--- config.mk ---
export PLATFORM = sky130hd
export DESIGN_NAME = wide_residue_combiner
export DESIGN_NICKNAME = d
export VERILOG_FILES = /design/src/rtl/wrc_pkg.sv /design/src/rtl/wrc_control.sv /design/src/rtl/wrc_datapath.sv /design/src/rtl/wide_residue_combiner.sv
export SDC_FILE = /design/constraint.sdc
export NUM_CORES = 1
export LEC_CHECK = 0
export BUFFER_PORTS_ARGS = -buffer_cell sky130_fd_sc_hd__buf_2
export CORE_MARGIN = 4
export CORE_UTILIZATION = 30
export DETAILED_ROUTE_END_ITERATION = 6
export PLACE_DENSITY_LB_ADDON = 0.25
export SLEW_MARGIN = 20
export SYNTH_ARGS = -nofsm -noshare
export SYNTH_HDL_FRONTEND = slang
export SYNTH_SLANG_ARGS = --single-unit
--- constraint.sdc ---
create_clock -name clk -period 3.2 [get_ports clk]
set_clock_uncertainty 0.15 [all_clocks]
set_input_delay 0.32 -clock clk [delete_from_list [all_inputs] [get_ports clk]]
set_output_delay 0.32 -clock clk [all_outputs]
set_load 0.02 [all_outputs]
--- src/rtl/wrc_pkg.sv ---
package wrc_pkg;
  typedef struct packed {
    logic accept;   // consume byteData this cycle
    logic last;     // the consumed byte ends the transfer
    logic merge;    // preload the residue into the low lane
    logic capture;  // odd trailing byte goes to residue
  } wrc_strobe_t;

  typedef enum logic [1:0] {
    ST_IDLE = 2'd0,
    ST_RUN  = 2'd1,
    ST_HALT = 2'd2
  } wrc_state_e;
endpackage

--- src/rtl/wrc_control.sv ---
module wrc_control
  import wrc_pkg::*;
#(
  parameter int CNT_W = 16
) (
  input  logic             clk,
  input  logic             rst_n,
  input  logic             xferStart,
  input  logic [CNT_W-1:0] xferCount,
  input  logic             xferReceive,
  input  logic             xferOpcodeBit,
  input  logic             byteValid,
  input  logic             parityErr,
  input  logic             attention,
  input  logic             disableHalt,
  input  logic             restart,
  output wrc_strobe_t      stb,
  output logic             xferDone,
  output logic             halted,
  output logic             intFlag,
  output logic             atnSeen,
  output logic             parSeen
);
  localparam logic [CNT_W-1:0] ONE = CNT_W'(1);

  wrc_state_e       state;
  logic [CNT_W-1:0] remain;
  logic             capEn;
  logic             startOk;
  logic             haltReq;
  logic             parHit;

  assign startOk = (state == ST_IDLE) && xferStart && (xferCount != '0);
  assign parHit  = byteValid && parityErr;
  assign haltReq = (state == ST_RUN) && !disableHalt && (attention || parHit);

  always_comb begin
    stb         = '0;
    stb.capture = capEn;
    stb.merge   = startOk && xferReceive && xferOpcodeBit;
    stb.accept  = (state == ST_RUN) && byteValid && !haltReq;
    stb.last    = stb.accept && (remain == ONE);
  end

  assign halted = (state == ST_HALT);

  always_ff @(posedge clk or negedge rst_n) begin
    if (!rst_n) begin
      state    <= ST_IDLE;
      remain   <= '0;
      capEn    <= 1'b0;
      xferDone <= 1'b0;
      intFlag  <= 1'b0;
      atnSeen  <= 1'b0;
      parSeen  <= 1'b0;
    end else begin
      xferDone <= 1'b0;
      unique case (state)
        ST_IDLE: begin
          if (startOk) begin
            remain  <= xferCount;
            capEn   <= xferReceive && xferOpcodeBit;
            atnSeen <= 1'b0;
            parSeen <= 1'b0;
            state   <= ST_RUN;
          end
        end
        ST_RUN: begin
          if (attention) atnSeen <= 1'b1;
          if (parHit)    parSeen <= 1'b1;
          if (haltReq) begin
            intFlag <= 1'b1;
            state   <= ST_HALT;
          end else if (stb.accept) begin
            remain <= remain - ONE;
            if (stb.last) begin
              xferDone <= 1'b1;
              state    <= ST_IDLE;
            end
          end
        end
        ST_HALT: begin
          if (restart) begin
            intFlag <= 1'b0;
            state   <= ST_RUN;
          end
        end
        default: state <= ST_IDLE;
      endcase
    end
  end
endmodule

--- src/rtl/wrc_datapath.sv ---
module wrc_datapath
  import wrc_pkg::*;
#(
  parameter int LANE_W = 8
) (
  input  logic                clk,
  input  logic                rst_n,
  input  wrc_strobe_t         stb,
  input  logic [LANE_W-1:0]   byteData,
  output logic                wordValid,
  output logic [2*LANE_W-1:0] wordData,
  output logic                residueHeld
);
  logic [LANE_W-1:0] lowByte;
  logic              lowFull;
  logic              lowFromRes;
  logic [LANE_W-1:0] resByte;

  always_ff @(posedge clk or negedge rst_n) begin
    if (!rst_n) begin
      lowByte     <= '0;
      lowFull     <= 1'b0;
      lowFromRes  <= 1'b0;
      resByte     <= '0;
      residueHeld <= 1'b0;
      wordValid   <= 1'b0;
      wordData    <= '0;
    end else begin
      wordValid <= 1'b0;
      if (stb.merge && residueHeld) begin
        lowByte    <= resByte;
        lowFull    <= 1'b1;
        lowFromRes <= 1'b1;
      end else if (stb.accept) begin
        if (lowFull) begin
          wordData   <= {byteData, lowByte};
          wordValid  <= 1'b1;
          lowFull    <= 1'b0;
          lowFromRes <= 1'b0;
          if (lowFromRes) residueHeld <= 1'b0;
        end else if (stb.last) begin
          if (stb.capture) begin
            resByte     <= byteData;
            residueHeld <= 1'b1;
          end else begin
            wordData  <= {{LANE_W{1'b0}}, byteData};
            wordValid <= 1'b1;
          end
        end else begin
          lowByte <= byteData;
          lowFull <= 1'b1;
        end
      end
    end
  end
endmodule

--- src/rtl/wide_residue_combiner.sv ---
module wide_residue_combiner
  import wrc_pkg::*;
#(
  parameter int CNT_W  = 16,
  parameter int LANE_W = 8
) (
  input  logic                clk,
  input  logic                rst_n,
  input  logic                xferStart,
  input  logic [CNT_W-1:0]    xferCount,
  input  logic                xferReceive,
  input  logic                xferOpcodeBit,
  input  logic                byteValid,
  input  logic [LANE_W-1:0]   byteData,
  input  logic                parityErr,
  input  logic                attention,
  input  logic                disableHalt,
  input  logic                restart,
  output logic                wordValid,
  output logic [2*LANE_W-1:0] wordData,
  output logic                xferDone,
  output logic                residueHeld,
  output logic                halted,
  output logic                intFlag,
  output logic                atnSeen,
  output logic                parSeen
);
  wrc_strobe_t stb;

  wrc_control #(.CNT_W(CNT_W)) u_ctrl (
    .clk(clk), .rst_n(rst_n),
    .xferStart(xferStart), .xferCount(xferCount),
    .xferReceive(xferReceive), .xferOpcodeBit(xferOpcodeBit),
    .byteValid(byteValid), .parityErr(parityErr),
    .attention(attention), .disableHalt(disableHalt), .restart(restart),
    .stb(stb), .xferDone(xferDone), .halted(halted), .intFlag(intFlag),
    .atnSeen(atnSeen), .parSeen(parSeen)
  );

  wrc_datapath #(.LANE_W(LANE_W)) u_dp (
    .clk(clk), .rst_n(rst_n), .stb(stb), .byteData(byteData),
    .wordValid(wordValid), .wordData(wordData), .residueHeld(residueHeld)
  );
endmodule

==> impl_metrics.ini, run 1 <==
[timing]
max_freq_mhz = 410
rsz0062_at_grt = no
fin_crit_sh_pct = 76.3
setup_slack_ns = 0.758
setup_viol = 0
tns_ns = 0
maxSlewViolCount = 0
hold_viol_final = 0
slew_headroom_pct = 32.6
worst_pin_slew_ns = 1.01
post-route-min-period_ns = 2.44

[pwr]
combPwrFrac_pct = 40.4
clockPowerShare_pct = 19.9
ir_drop_mv = 0.367
cellPowerDensity_nw_per_um2 = 910
totalPowerFinal_mw = 3.48
sw_frac_of_total_pct = 42.5
pwr-share-seq_pct = 39.7
leakage_nw = 1.64
intPower_mw = 2.00
p_sw_mw = 1.48

[layout]
multi_input_area_sq_um = 1570
final_area_sq_um = 3830
final_nets = 421
diodes = 0
area_delta_synth_final_pct = 21.2
drive_gt1_share_pct = 29.2
fillers = 1092
instances_no_fill = 526
final-seq-area_sq_um = 1480

[critical_path]
path_class = flip-flop to flip-flop
r2r-end = u_dp.wordData[0]$_DFFE_PN0P_
start_kind = flip-flop
path_cells = or4_1 > nor3_1 > nand4_1 > o221a_2
rrSetupSlack_ns = 0.76
crit_end = u_dp.wordData[0]$_DFFE_PN0P_
end_kind = flip-flop
worstPathMaxFanout = 8
critical-path-slowest-cell = or4_1
cpPeakStageDelay_ns = 0.69
crit_start = u_ctrl.remain[8]$_DFFE_PN0P_
r2r_start = u_ctrl.remain[8]$_DFFE_PN0P_
crit_arrival_ns = 2.51
rr_worst_depth = 4
worstPathRequired_ns = 3.27

[clock_tree]
clkTransAtPathRegs_ns = 0.07
post-cts-setup-buffers = 0
cts_buffers = 9
cts_sinks = 59
cts.repair.resized = 0
insertion_delay_ns = 0.34
cts_buffer_depth = 2
root_buffer = clkbuf_8
cts_tree = built
cts.htree.levels = 3

[global_route]
top_usage_layer = met2
use_met2_pct = 25.6
grt_pass1_vias = 3061
grt_overflow = 0
grt_pass1_wl_um = 16300
grt_util_met3_pct = 4.16
grt_max_degree = 43
antenna_found_initial = 0
gr-usage-met1_pct = 22.0
grt_util_all_layers_pct = 16.4

[synth]
netlist_area_sq_um = 3160
yosysSeqAreaShare_pct = 46.8
synthCells = 328
postSynth.asyncResetShare_pct = 100
ys.flop_type = dfrtp_1
synth_edf_count = 0
synth-seq-cells = 59
yosys_warnings = 0
synth_nets = 364
synth_cell_type_count = 55
syn_area_per_cell_sq_um = 9.63

[detailed_routing]
firstDrtPassIters = 4
drt-wirelength-per-cell_um = 19.0
wl_um = 9980
drc = 0
vias_per_cell = 5.64
drtIter0Drc = 147
dr_total_vias = 2968
ant_nets = 0

[worst_hold_path]
hold_path_class = input pin to flip-flop

[placed_design]
place_area_sq_um = 3610
routabilityCongestion = 0.836
dpl.cell_count = 509
numPortBuffers = 56
place_hpwl_um = 6910
dp_slack_ns = 0.787

[floorplan]
die_w_um = 111
core_area_sq_um = 10300
start_util_pct = 30.7
die_area_sq_um = 12200
io_pins = 57
rows = 37
dieHeight_um = 111

[flow_run]
max-cap-violations = 0

[run_status]
status = finished, final reports clean
## power groups by stage
| stage | clock network, mW | logic, mW | registers [mW] |
|---|---|---|---|
| floorplan | 0 | 0.881 | 1.41 |
| global placement | 0 | 1.38 | 1.38 |
| detailed placement | 0 | 1.40 | 1.38 |
| CTS | 0.718 | 1.41 | 1.37 |
| global route | 0.748 | 1.56 | 1.43 |
| finish | 0.695 | 1.41 | 1.38 |
## routing by layer
layer	wire, um	vias to the layer above
met4	163	0
met5	0	-
met1	4560	1482
li1	-	1376
met2	4770	98
met3	485	12
## how the worst min path moves through the flow
stage                                           start                           end  slack, ns  cells past startpoint
final                                         restart    u_ctrl.intFlag$_DFFE_PN0P_       0.04                      2
after global routing                          restart    u_ctrl.intFlag$_DFFE_PN0P_       0.03                      2
after CTS                                       rst_n  u_dp.wordData[8]$_DFFE_PN0P_       0.02                      1
after detailed placement  u_dp.lowFromRes$_DFFE_PN0P_   u_dp.lowFromRes$_DFFE_PN0P_       0.32                      2
after global placement    u_dp.lowFromRes$_DFFE_PN0P_   u_dp.lowFromRes$_DFFE_PN0P_       0.32                      2
after floorplan                                 rst_n    u_ctrl.atnSeen$_DFFE_PN0P_      -0.13                      0
## cells in the mapped netlist, types with 8 or more instances
cell type  instances  area share, %
dfrtp_1           59             47
nand2_1           46            5.5
o21ai_0           24            3.8
clkbuf_1          20            2.4
a31oi_1           16            3.2
nor2_1            13            1.5
nor3_1            13            2.1
o221ai_1          12            3.3
mux2_2             9            3.2
o211ai_1           9            2.1
o221a_2            8            2.9
## critical path: cells and delay by family (launching register included)
kind | cells | cell delay, ns
simple gates | 3 | 1.34
compound gates | 1 | 0.39
flops | 1 | 0.44
## stage by stage
step	utilization, %	hold WS, ns
after floorplan	-	-0.126
after global placement	35.2	0.317
after detailed placement	35.2	0.320
after CTS	37.1	0.0195
after global routing	37.2	0.0314
final	37.2	0.0353
## cell families (layout without fill, tap and decap cells)
group,Yosys count,count (layout),share of synthesized area [%]
muxes,10,10,3.53
buffers and inverters,28,90,3.41
and+or+nand+nor,126,126,21.7
adders and majority gates,2,2,0.792
AOI/OAI and AO/OA,103,103,23.8
DFF,59,59,46.8
## placed cells by master (no fill, tap or decap), types with 3 or more instances in the layout
| master | n |
|---|---|
| o311ai_0 | 4 |
| o211ai_1 | 9 |
| nand3_1 | 7 |
| nor2_1 | 13 |
| o221ai_1 | 12 |
| inv_1 | 4 |
| or3b_2 | 7 |
| or3_1 | 4 |
| nor3_1 | 13 |
| nand2_1 | 46 |
| clkbuf_8 | 9 |
| buf_2 | 55 |
| and3_1 | 3 |
| a31oi_1 | 16 |
| nand4_1 | 7 |
| nor4_1 | 6 |
| buf_4 | 14 |
| dfrtp_1 | 59 |
| o31a_1 | 6 |
| a21oi_1 | 7 |
| o21ai_0 | 24 |
| o221a_2 | 8 |
| a22oi_1 | 3 |
| mux2_2 | 9 |
## what timing repair did
item                                    4_1_cts  5_1_grt
hold buffers                                  0        1
endpoints found under the setup margin        0        0
hold endpoints to repair                      0       40
## sequential cells by signal, summed over array words and instances, names as in the netlist, 2 cells and up
signal and cells:
u_ctrl.remain 16, u_dp.wordData 16, u_dp.lowByte 8, u_dp.resByte 8, u_ctrl.state 2
## final cells by class
class,count,area share [%]
multi-input cells,241,41.1
inverters,4,0.392
clock buffers,9,3.24
repair buffers,70,10.2
well taps,136,4.45
clock inverters,7,1.99
flip-flops and latches,59,38.6
Note: power is estimated with default switching activity, not from simulation.
==> run 2: changes to the inputs <==
Clock period 3.2 ns to 2.27 ns, I/O delays scaled along.
==> impl_metrics.ini, run 2 (synthesis gave the netlist of run 1 again) <==
[run_status]
status = finished, final reports clean

[critical_path]
crit_arrival_ns = 2.21
rrSetupSlack_ns = 0.18
end_kind = flip-flop
worstPathMaxFanout = 17
path_class = flip-flop to flip-flop
r2r_start = u_ctrl.state[0]$_DFFE_PN0P_
worstPathRequired_ns = 2.39
r2r-end = u_dp.lowByte[1]$_DFFE_PN0P_
start_kind = flip-flop
rr_worst_depth = 4

[global_route]
grt_pass1_vias = 3054
grt_util_all_layers_pct = 16.7
top_usage_layer = met2
use_met2_pct = 27.1
grt_max_degree = 60
grt_util_met3_pct = 5.15
antenna_found_initial = 0
grt_pass1_wl_um = 16500
gr-usage-met1_pct = 21.4
grt_overflow = 0

[clock_tree]
cts_tree = built
cts_buffer_depth = 2
cts_sinks = 59
root_buffer = clkbuf_8
cts.htree.levels = 3
cts_buffers = 9
clkTransAtPathRegs_ns = 0.08
insertion_delay_ns = 0.35

[layout]
final_area_sq_um = 4090
utilization_pct = 39.7
final_nets = 448
drive_gt1_share_pct = 32.6
final_cell_mix = dfrtp_1 (59), buf_2 (56), nand2_1 (46)
layout.cells.most_common = dfrtp_1
area_delta_synth_final_pct = 29.4
diodes = 0
top_regs = u_ctrl.remain: 16 flops, u_dp.wordData: 16 flops

[timing]
worst_pin_slew_ns = 0.501
setup_viol = 0
max_freq_mhz = 479
post-route-min-period_ns = 2.09
maxSlewViolCount = 0
hold_viol_final = 0
setup_slack_ns = 0.182
rsz0062_at_grt = no
tns_ns = 0
fin_crit_sh_pct = 92.0
slew_headroom_pct = 66.6

[worst_hold_path]
hold_path_class = input pin to flip-flop
holdPathStages = 3
min_to = u_dp.wordData[11]$_DFFE_PN0P_
worstHoldStart = byteData[3]

[floorplan]
die_w_um = 111
start_util_pct = 30.7
rows = 37
core_area_sq_um = 10300
die_area_sq_um = 12200
io_pins = 57
dieHeight_um = 111

[detailed_routing]
dr_total_vias = 3050
firstDrtPassIters = 4
drtIter0Drc = 178
drc = 0
vias_per_cell = 5.52
ant_nets = 0
drt-wirelength-per-cell_um = 18.0
wl_um = 9950

[pwr]
intPower_mw = 2.88
pwr-share-seq_pct = 37.3
ir_drop_mv = 0.485
leakage_nw = 1.77
clockPowerShare_pct = 18.4
combPwrFrac_pct = 44.3
totalPowerFinal_mw = 4.99
p_sw_mw = 2.12
sw_frac_of_total_pct = 42.4
cellPowerDensity_nw_per_um2 = 1220

[placed_design]
place_hpwl_um = 6920
numPortBuffers = 56
routabilityCongestion = 0.867
dp_slack_ns = 0.0842
place_area_sq_um = 3800

[flow_run]
max-cap-violations = 0
[run 2: stage by stage]
step	instances	hold slack [ns]
floorplan	328	-0.219
global placement	529	0.113
detailed placement	529	0.116
CTS	553	0.00440
global route	553	0.0198
finish	553	0.00783
[run 2: layout make-up]
class	instances	area (sq um)
clock inverters	6	48.8
flip-flops and latches	59	1480
inverters	4	15.0
repair buffers	97	646
multi-input cells	241	1590
fillers	1073	6190
well taps	136	170
clock buffers	10	138
[run 2: power groups by stage]
stage | Combinational [mW] | Sequential [mW] | Clock, mW
global route | 2.47 | 1.93 | 0.993
finish | 2.21 | 1.86 | 0.920
floorplan | 1.24 | 1.99 | 0
detailed placement | 2.20 | 1.85 | 0
global placement | 2.17 | 1.85 | 0
CTS | 2.21 | 1.85 | 0.945
[run 2: timing repair]
item                                    4_1_cts  5_1_grt
buffers inserted                              0        0
hold buffers                                  8        0
resized for setup                             0        4
endpoints found under the setup margin        0       18
hold endpoints to repair                     68        0
[run 2: worst max-delay path by stage]
stage	startpoint	endpoint	slack [ns]	cells after the start
6_report	u_ctrl.state[0]$_DFFE_PN0P_	u_dp.lowByte[1]$_DFFE_PN0P_	0.18	4
5_1_grt	u_ctrl.remain[1]$_DFFE_PN0P_	u_dp.resByte[0]$_DFFE_PN0P_	0.03	7
4_1_cts	u_ctrl.remain[10]$_DFFE_PN0P_	u_ctrl.remain[14]$_DFFE_PN0P_	0.07	4
3_5_place_dp	u_ctrl.remain[10]$_DFFE_PN0P_	u_ctrl.remain[14]$_DFFE_PN0P_	0.08	4
3_3_place_gp	u_ctrl.remain[10]$_DFFE_PN0P_	u_ctrl.remain[14]$_DFFE_PN0P_	0.12	4
2_1_floorplan	u_ctrl.remain[8]$_DFFE_PN0P_	u_dp.resByte[0]$_DFFE_PN0P_	0.16	4
[run 2: per-layer routing]
| metal | routed length (um) | vias up | part of all wire [%] |
|---|---|---|---|
| met3 | 631 | 14 | 6.3 |
| met5 | 0 | - | 0 |
| met4 | 115 | 0 | 1.2 |
| met2 | 4790 | 100 | 48 |
| li1 | - | 1437 | - |
| met1 | 4410 | 1499 | 44 |
[run 2: critical path, stage by stage (launching register included)]
cell      delay [ns]
dfrtp_1         0.46
nand3b_1        0.13
or3_1           0.55
or3b_2          0.52
a31oi_1         0.19
